### src/rtl/sat_pkg.sv
package sat_pkg;

  typedef struct packed {
    logic       slow_base;
    logic [6:0] mult;
  } per_cfg_t;

  function automatic logic [6:0] mult_eff(input logic [6:0] m);
    return (m == 7'd0) ? 7'd1 : m;
  endfunction

  function automatic logic [3:0] clamp_m(input logic [3:0] m, input int unsigned max_m);
    return (32'(m) > max_m) ? 4'(max_m) : m;
  endfunction

endpackage

### src/rtl/sat_cfg_track.sv
module sat_cfg_track
  import sat_pkg::*;
#(
  parameter int unsigned MAX_M      = 8,
  parameter logic [7:0]  RST_PERIOD = 8'h01
) (
  input  logic        clk_i,
  input  logic        rst_ni,
  input  logic [7:0]  per_lo_i,
  input  logic [3:0]  m_raw_i,
  output per_cfg_t    per_o,
  output logic [3:0]  m_o,
  output logic        flush_o,
  output logic        fast_o
);

  logic [7:0] per_q;
  logic [3:0] m_q;

  assign per_o  = per_cfg_t'(per_lo_i);
  assign m_o    = clamp_m(m_raw_i, MAX_M);
  assign fast_o = (per_lo_i < 8'd8);

  // any effective change restarts timing and filter
  assign flush_o = (per_lo_i != per_q) || (m_o != m_q);

  always_ff @(posedge clk_i or negedge rst_ni) begin
    if (!rst_ni) begin
      per_q <= RST_PERIOD;
      m_q   <= 4'(MAX_M);
    end else begin
      per_q <= per_lo_i;
      m_q   <= m_o;
    end
  end

endmodule

### src/rtl/sat_period_gen.sv
module sat_period_gen
  import sat_pkg::*;
#(
  parameter int unsigned BASE_FAST_TICKS = 2000,
  parameter int unsigned BASE_SLOW_TICKS = 62000,
  parameter int unsigned OFFSET_TICKS    = 1000,
  localparam int unsigned MAX_BASE = (BASE_FAST_TICKS > BASE_SLOW_TICKS) ? BASE_FAST_TICKS : BASE_SLOW_TICKS,
  localparam int unsigned CNT_W    = $clog2(MAX_BASE * 127 + OFFSET_TICKS + 1)
) (
  input  logic             clk_i,
  input  logic             rst_ni,
  input  per_cfg_t         cfg_i,
  input  logic             flush_i,
  output logic             tick_o,
  output logic [CNT_W-1:0] period_m1_o
);

  logic [CNT_W-1:0] base_t;
  logic [CNT_W-1:0] mult_w;
  logic [CNT_W-1:0] cnt_q;

  generate
    if (BASE_FAST_TICKS == BASE_SLOW_TICKS) begin : g_one_base
      logic unused_sel;
      assign unused_sel = cfg_i.slow_base;
      assign base_t = CNT_W'(BASE_FAST_TICKS);
    end else begin : g_two_base
      assign base_t = cfg_i.slow_base ? CNT_W'(BASE_SLOW_TICKS) : CNT_W'(BASE_FAST_TICKS);
    end
  endgenerate

  assign mult_w      = CNT_W'(mult_eff(cfg_i.mult));
  assign period_m1_o = CNT_W'(base_t * mult_w + CNT_W'(OFFSET_TICKS) - CNT_W'(1));
  assign tick_o      = !flush_i && (cnt_q == period_m1_o);

  always_ff @(posedge clk_i or negedge rst_ni) begin
    if (!rst_ni)                   cnt_q <= '0;
    else if (flush_i)              cnt_q <= '0;
    else if (cnt_q == period_m1_o) cnt_q <= '0;
    else                           cnt_q <= cnt_q + CNT_W'(1);
  end

  assert_cnt_in_range_R1: assert property (@(posedge clk_i) disable iff (!rst_ni)
    !flush_i |-> cnt_q <= period_m1_o);

  assert_tick_wraps_R8: assert property (@(posedge clk_i) disable iff (!rst_ni)
    tick_o |=> cnt_q == '0);

endmodule

### src/rtl/sat_boxcar.sv
module sat_boxcar #(
  parameter int unsigned SAMPLE_W = 14,
  parameter int unsigned MAX_M    = 8,
  localparam int unsigned DEPTH = 1 << MAX_M,
  localparam int unsigned PTR_W = MAX_M,
  localparam int unsigned SUM_W = SAMPLE_W + MAX_M + 1
) (
  input  logic                       clk_i,
  input  logic                       rst_ni,
  input  logic                       tick_i,
  input  logic                       flush_i,
  input  logic [3:0]                 m_i,
  input  logic signed [SAMPLE_W-1:0] sample_i,
  output logic signed [SAMPLE_W-1:0] avg_o,
  output logic                       upd_o
);

  logic signed [SAMPLE_W-1:0] hist [DEPTH];
  logic [PTR_W-1:0]           wr_ptr_q;
  logic [MAX_M:0]             fill_q;
  logic [MAX_M:0]             win;
  logic                       full;
  logic [PTR_W-1:0]           old_idx;
  logic signed [SUM_W-1:0]    sum_q, sum_nx, new_ext, old_ext;
  logic signed [SAMPLE_W-1:0] avg_d;

  assign win     = (MAX_M+1)'(1) << m_i;
  assign full    = (fill_q == win);
  // full window of DEPTH truncates to 0: oldest is the slot being overwritten
  assign old_idx = wr_ptr_q - win[PTR_W-1:0];
  assign new_ext = {{(SUM_W-SAMPLE_W){sample_i[SAMPLE_W-1]}}, sample_i};
  assign old_ext = {{(SUM_W-SAMPLE_W){hist[old_idx][SAMPLE_W-1]}}, hist[old_idx]};
  assign sum_nx  = sum_q + new_ext - (full ? old_ext : '0);
  assign avg_d   = SAMPLE_W'(sum_nx >>> m_i);

  always_ff @(posedge clk_i) begin
    if (tick_i && !flush_i) hist[wr_ptr_q] <= sample_i;
  end

  always_ff @(posedge clk_i or negedge rst_ni) begin
    if (!rst_ni) begin
      sum_q    <= '0;
      fill_q   <= '0;
      wr_ptr_q <= '0;
      avg_o    <= '0;
      upd_o    <= 1'b0;
    end else if (flush_i) begin
      sum_q    <= '0;
      fill_q   <= '0;
      wr_ptr_q <= '0;
      avg_o    <= '0;
      upd_o    <= 1'b0;
    end else if (tick_i) begin
      sum_q    <= sum_nx;
      fill_q   <= full ? fill_q : fill_q + (MAX_M+1)'(1);
      wr_ptr_q <= wr_ptr_q + PTR_W'(1);
      avg_o    <= avg_d;
      upd_o    <= 1'b1;
    end else begin
      upd_o    <= 1'b0;
    end
  end

  assert_flush_clears_R7: assert property (@(posedge clk_i) disable iff (!rst_ni)
    flush_i |=> (sum_q == '0) && (avg_o == '0) && (fill_q == '0));

  assert_fill_bound_R5: assert property (@(posedge clk_i) disable iff (!rst_ni)
    !flush_i |-> fill_q <= win);

endmodule

### src/rtl/sample_avg_top.sv
module sample_avg_top
  import sat_pkg::*;
#(
  parameter int unsigned SAMPLE_W        = 14,
  parameter int unsigned MAX_M           = 8,
  parameter int unsigned BASE_FAST_TICKS = 2000,
  parameter int unsigned BASE_SLOW_TICKS = 62000,
  parameter int unsigned OFFSET_TICKS    = 1000,
  parameter logic [7:0]  RST_PERIOD      = 8'h01,
  localparam int unsigned MAX_BASE = (BASE_FAST_TICKS > BASE_SLOW_TICKS) ? BASE_FAST_TICKS : BASE_SLOW_TICKS,
  localparam int unsigned CNT_W    = $clog2(MAX_BASE * 127 + OFFSET_TICKS + 1)
) (
  input  logic                       clk_i,
  input  logic                       rst_ni,
  input  logic [15:0]                period_cfg_i,
  input  logic [15:0]                avg_cfg_i,
  input  logic signed [SAMPLE_W-1:0] sample_i,
  output logic signed [SAMPLE_W-1:0] avg_o,
  output logic                       upd_o,
  output logic                       fast_o
);

  per_cfg_t         per_cfg;
  logic [3:0]       m_eff;
  logic             flush;
  logic             tick;
  logic [CNT_W-1:0] period_m1;
  logic             unused_hi;

  assign unused_hi = ^{period_cfg_i[15:8], avg_cfg_i[15:4]};

  sat_cfg_track #(
    .MAX_M      (MAX_M),
    .RST_PERIOD (RST_PERIOD)
  ) u_cfg (
    .clk_i    (clk_i),
    .rst_ni   (rst_ni),
    .per_lo_i (period_cfg_i[7:0]),
    .m_raw_i  (avg_cfg_i[3:0]),
    .per_o    (per_cfg),
    .m_o      (m_eff),
    .flush_o  (flush),
    .fast_o   (fast_o)
  );

  sat_period_gen #(
    .BASE_FAST_TICKS (BASE_FAST_TICKS),
    .BASE_SLOW_TICKS (BASE_SLOW_TICKS),
    .OFFSET_TICKS    (OFFSET_TICKS)
  ) u_period (
    .clk_i       (clk_i),
    .rst_ni      (rst_ni),
    .cfg_i       (per_cfg),
    .flush_i     (flush),
    .tick_o      (tick),
    .period_m1_o (period_m1)
  );

  sat_boxcar #(
    .SAMPLE_W (SAMPLE_W),
    .MAX_M    (MAX_M)
  ) u_avg (
    .clk_i    (clk_i),
    .rst_ni   (rst_ni),
    .tick_i   (tick),
    .flush_i  (flush),
    .m_i      (m_eff),
    .sample_i (sample_i),
    .avg_o    (avg_o),
    .upd_o    (upd_o)
  );

  assert_upd_single_R8: assert property (@(posedge clk_i) disable iff (!rst_ni)
    upd_o |=> !upd_o);

  assert_flush_quiet_R7: assert property (@(posedge clk_i) disable iff (!rst_ni)
    flush |=> !upd_o);

  assert_fast_bound_R4: assert property (@(posedge clk_i) disable iff (!rst_ni)
    fast_o |-> period_m1 < CNT_W'(BASE_FAST_TICKS * 8 + OFFSET_TICKS - 1));

endmodule

### config.mk
export PLATFORM = sky130hd
export DESIGN_NAME = sample_avg_top
export DESIGN_NICKNAME = d
export VERILOG_FILES = /design/src/rtl/sat_pkg.sv /design/src/rtl/sat_cfg_track.sv /design/src/rtl/sat_period_gen.sv /design/src/rtl/sat_boxcar.sv /design/src/rtl/sample_avg_top.sv
export SDC_FILE = /design/constraint.sdc
export NUM_CORES = 2
export LEC_CHECK = 0
export BUFFER_PORTS_ARGS = -buffer_cell sky130_fd_sc_hd__buf_4
export CAP_MARGIN = 20
export CORE_ASPECT_RATIO = 1.2
export CORE_UTILIZATION = 50
export CTS_BUF_LIST = sky130_fd_sc_hd__clkbuf_8
export DETAILED_ROUTE_END_ITERATION = 7
export GPL_TIMING_DRIVEN = 0
export PLACE_DENSITY_LB_ADDON = 0.15
export SYNTH_ARGS = -nofsm -noshare
export SYNTH_HDL_FRONTEND = slang
export SYNTH_SLANG_ARGS = --single-unit
### constraint.sdc
create_clock -name clk_i -period 8.75 [get_ports clk_i]
set_clock_uncertainty 0.2 [all_clocks]
set_input_delay 0.4375 -clock clk_i [delete_from_list [all_inputs] [get_ports clk_i]]
set_output_delay 0.4375 -clock clk_i [all_outputs]
set_load 0.1 [all_outputs]
==> metrics <==
Die X-Extent 498 um; cell taking the most area after synthesis edfxtp_1; number of detailed-route iterations in the first pass 6; Max stage delay on crit path 0.64 ns; layout cell share with drive strength beyond 1 32.5%; std cell rows 218; largest net degree at the start of global routing 180; area delta synth->final 15.3%; clock power share between 30 and 40%; Achievable Freq 115 MHz; final wirelength 421 mm; largest family of logic cells by synthesized area multiplexers; peak supply drop 0.155 mV; Crit Path Category primary input to flop; mux share of post-synthesis cell area 17.9%; Tot GR Track Use 28.3%; Post-Syn Instances between 6000 and 7000; final net count 8110; die area roughly 300000 sq um; ys async rst share 2.42%; Yosys reg bits 3673; Static Leakage between 50 and 60 nW; antenna violations before repair 16; Top FF cell, synth edfxtp_1; Design Area, Final 170000 sq um; sequential cell fraction of total power 53.2%; P_sw slightly above 0.009 W; Bufs on Longest Clock Path 4; DR vias 76000; clock sinks 3673; drt first-iter violations roughly 9300; setup violators final 0; Final Non-Filler Cells 12200; vias in the first global route approximately 77000; XOR/XNOR Fraction of Synth Area less than 1%; CTS tree yes; Port Buffers 41; dpl cell area roughly 160000 sq um; Internal between 0.02 and 0.03 W; Logic pwr share between 10% and 20%; status finished clean; total grt overflow 0; CP Data Required Time 9.51 ns; DRC viols 0; Post-DP HPWL 286 mm; CP Launch Type primary input; Hold Fails Final Rpt 0; Inst Count DP 11100; cts bufs inserted between 500 and 600; Core Box Area 294000 sq um; Critical-path top delay cell fa_2; first-pass GRT wire length 586 mm; H-tree depth 6; Initial Util 50.3%; worst hold margin 0.0484 ns; wire length per cell 34.5 um; fill count 21400; worst skew pair latency 1.12 ns; Synth area leaders edfxtp_1 73%, mux4_2 17%, dfrtp_1 1.5%; Slew Limit Headroom 13.6%; Synth Area in Compound Gates around 1.5%; Pwr Density 213 nW/um^2; Pwr Total 0.0363 W; CTS clk-pin slew, worst paths about 0.060 ns; Tcrit/Tclk final 99.2%; Synth Area in Simple Gates 2.71%; Worst Path Arrival 9.44 ns; Syn Std Cell Area 148000 sq um; RSZ-0062 raised after global routing true; Hold Crit Class primary input to flop; utilization after layout 58.0%; Unique masters post-synth 78; Post-synth EDFFs 3584; sequential element share of the synthesized area around three quarters; Placer Congestion approximately 1; critical-path maximum fanout 10; yosys warns 0; max-slew violations 0; minimum clock period 8.68 ns; Synth top area share 72.8%; top-level port count 64; Switching Share 25.0%; root buf cell clkbuf_8; Die Ht 598 um; max_cap viols 0; Via density between 6 and 7; Final ANT Viol Nets 0; CP endpoint kind flop; adder-cell share of the synthesized area 1.59%; syn_area_per_cell 21.3 sq um; Slew @ Worst Pin 1.29 ns
layer usage:
layer | vias up | global-route usage (%) | share of wire [%]
li1 | 30800 | - | -
met1 | 40700 | 37.1 | 38
met2 | 3728 | 46.0 | 49
met3 | 859 | 5.86 | 8.4
met4 | 4 | 12.9 | 5.1
met5 | - | 0.0480 | 0.012
critical path, delay by kind of cell:
family	cells	cell delay, ns
adders and majority gates	4	1.73
buffers and inverters	13	2.85
muxes	2	0.86
and+or+nand+nor	5	1.17
AOI/OAI and AO/OA	8	2.30
logic make-up (layout without fill, tap and decap cells):
kind of cell / after synthesis / count (layout)
other: 2 / 14
AOI/OAI and AO/OA: 338 / 338
DFF: 3673 / 3673
and+or+nand+nor: 899 / 899
xor gates and xnor gates: 75 / 75
muxes: 1247 / 1247
adders and majority gates: 148 / 148
buffers and inverters: 560 / 1934
power by group through the flow:
stage          Sequential, W  Clock [W]  Combinational, W
6_report              0.0193     0.0132           0.00377
5_1_grt               0.0193     0.0141           0.00399
4_1_cts               0.0193     0.0134           0.00370
3_5_place_dp          0.0197          0           0.00356
3_3_place_gp          0.0197          0           0.00345
2_1_floorplan         0.0197          0           0.00207
Yosys cell counts (all sizes together), types with 5 or more instances:
library cell and number:
nand2 280, a221oi 8, o31ai 12, mux2i 109, nor3 29, a32o 13
and4 6, o211a 6, mux2 17, or2 9, mux4 1121, xor2 29
nor4 16, and3 45, a21oi 99, a211oi 20, a22o 6, nand3 57
a21o 22, ha 81, nand2b 10, o21ai 48, a22oi 8, clkbuf 252
a31oi 22, nand4 17, or4 10, or4b 5, inv 174, xnor2 46
o211ai 19, dfrtp 87, or3 9, a2111oi 6, nor2 355, nor2b 15
and2 26, buf 130, fa 67, edfxtp 3584, o21a 9
state kept, by name, summed over array words and instances (netlist names):
| register | count |
|---|---|
| u_period.cnt_q | 23 |
| u_avg.upd_o | 1 |
| u_cfg.m_q | 4 |
| u_avg.avg_o | 14 |
| u_avg.hist | 3584 |
| u_cfg.per_q | 8 |
| u_avg.fill_q | 9 |
| u_avg.wr_ptr_q | 8 |
| u_avg.sum_q | 22 |
stage by stage:
step                      setup WS [ns]  setup TNS (ns)
after floorplan                   0.698               0
after global placement            -4.69        -2581.56
after detailed placement          -3.60         -271.52
after CTS                     -0.000802       -0.000802
after global routing            -0.0226          -0.304
final                            0.0692               0
cell usage in the layout (no fill, tap or decap), types with 28 or more instances in the layout:
master,n
fa_1,66
and3_1,45
nand3_1,55
nand2_1,279
buf_16,63
a21oi_1,97
clkbuf_1,145
dlygate4sd3_1,40
buf_4,82
buf_8,215
mux2i_1,82
clkbuf_4,30
buf_2,44
xor2_1,28
clkbuf_8,592
inv_1,336
clkinv_1,132
o21ai_0,47
nor3_1,28
dfrtp_1,87
xnor2_1,43
clkbuf_2,86
ha_1,81
nor2_2,211
nor2_1,125
mux4_2,1121
edfxtp_1,3584
clkinv_2,49
path summary, 6_finish.rpt:
path,startpoint,endpoint,slack (ns),depth (start not counted)
max in group asynchronous,rst_ni,u_cfg.m_q[3]$_DFF_PN1_,7.66,4
worst max-delay path,avg_cfg_i[3],u_avg.avg_o[9]$_DFFE_PN0P_,0.07,32
worst min register to register,u_period.cnt_q[0]$_DFF_PN0_,u_period.cnt_q[0]$_DFF_PN0_,0.27,1
worst max register to register,u_avg.wr_ptr_q[0]$_DFFE_PN0P_,u_avg.avg_o[9]$_DFFE_PN0P_,0.10,27
worst min-delay path,avg_cfg_i[2],u_avg.avg_o[9]$_DFFE_PN0P_,0.05,5
min in group asynchronous,rst_ni,u_cfg.per_q[5]$_DFF_PN0_,0.30,4
what timing repair did:
action / in CTS / in global routing
hold buffers: 41 / 0
setup buffers: 6 / 13
gates resized for setup: 244 / 118
hold endpoints to repair: 2103 / 0
pin swaps: 4 / 8
setup endpoints to repair: 33 / 740
final cells by class:
cell class                      count  area [sq um]  area share (%)
Timing Repair Buffer              402          6100            3.58
Tap cell                         3850          4820            2.83
Clock inverter                    387          1960            1.15
Clock buffer                      592          8150            4.78
Multi-Input combinational cell   2710         36900            21.7
Sequential cell                  3673        110000            64.4
Inverter                          178           672           0.394
Antenna cell                       11          27.5          0.0161
Buffer                            375          1980            1.16
No activity file was read; power rests on OpenSTA's default activity.
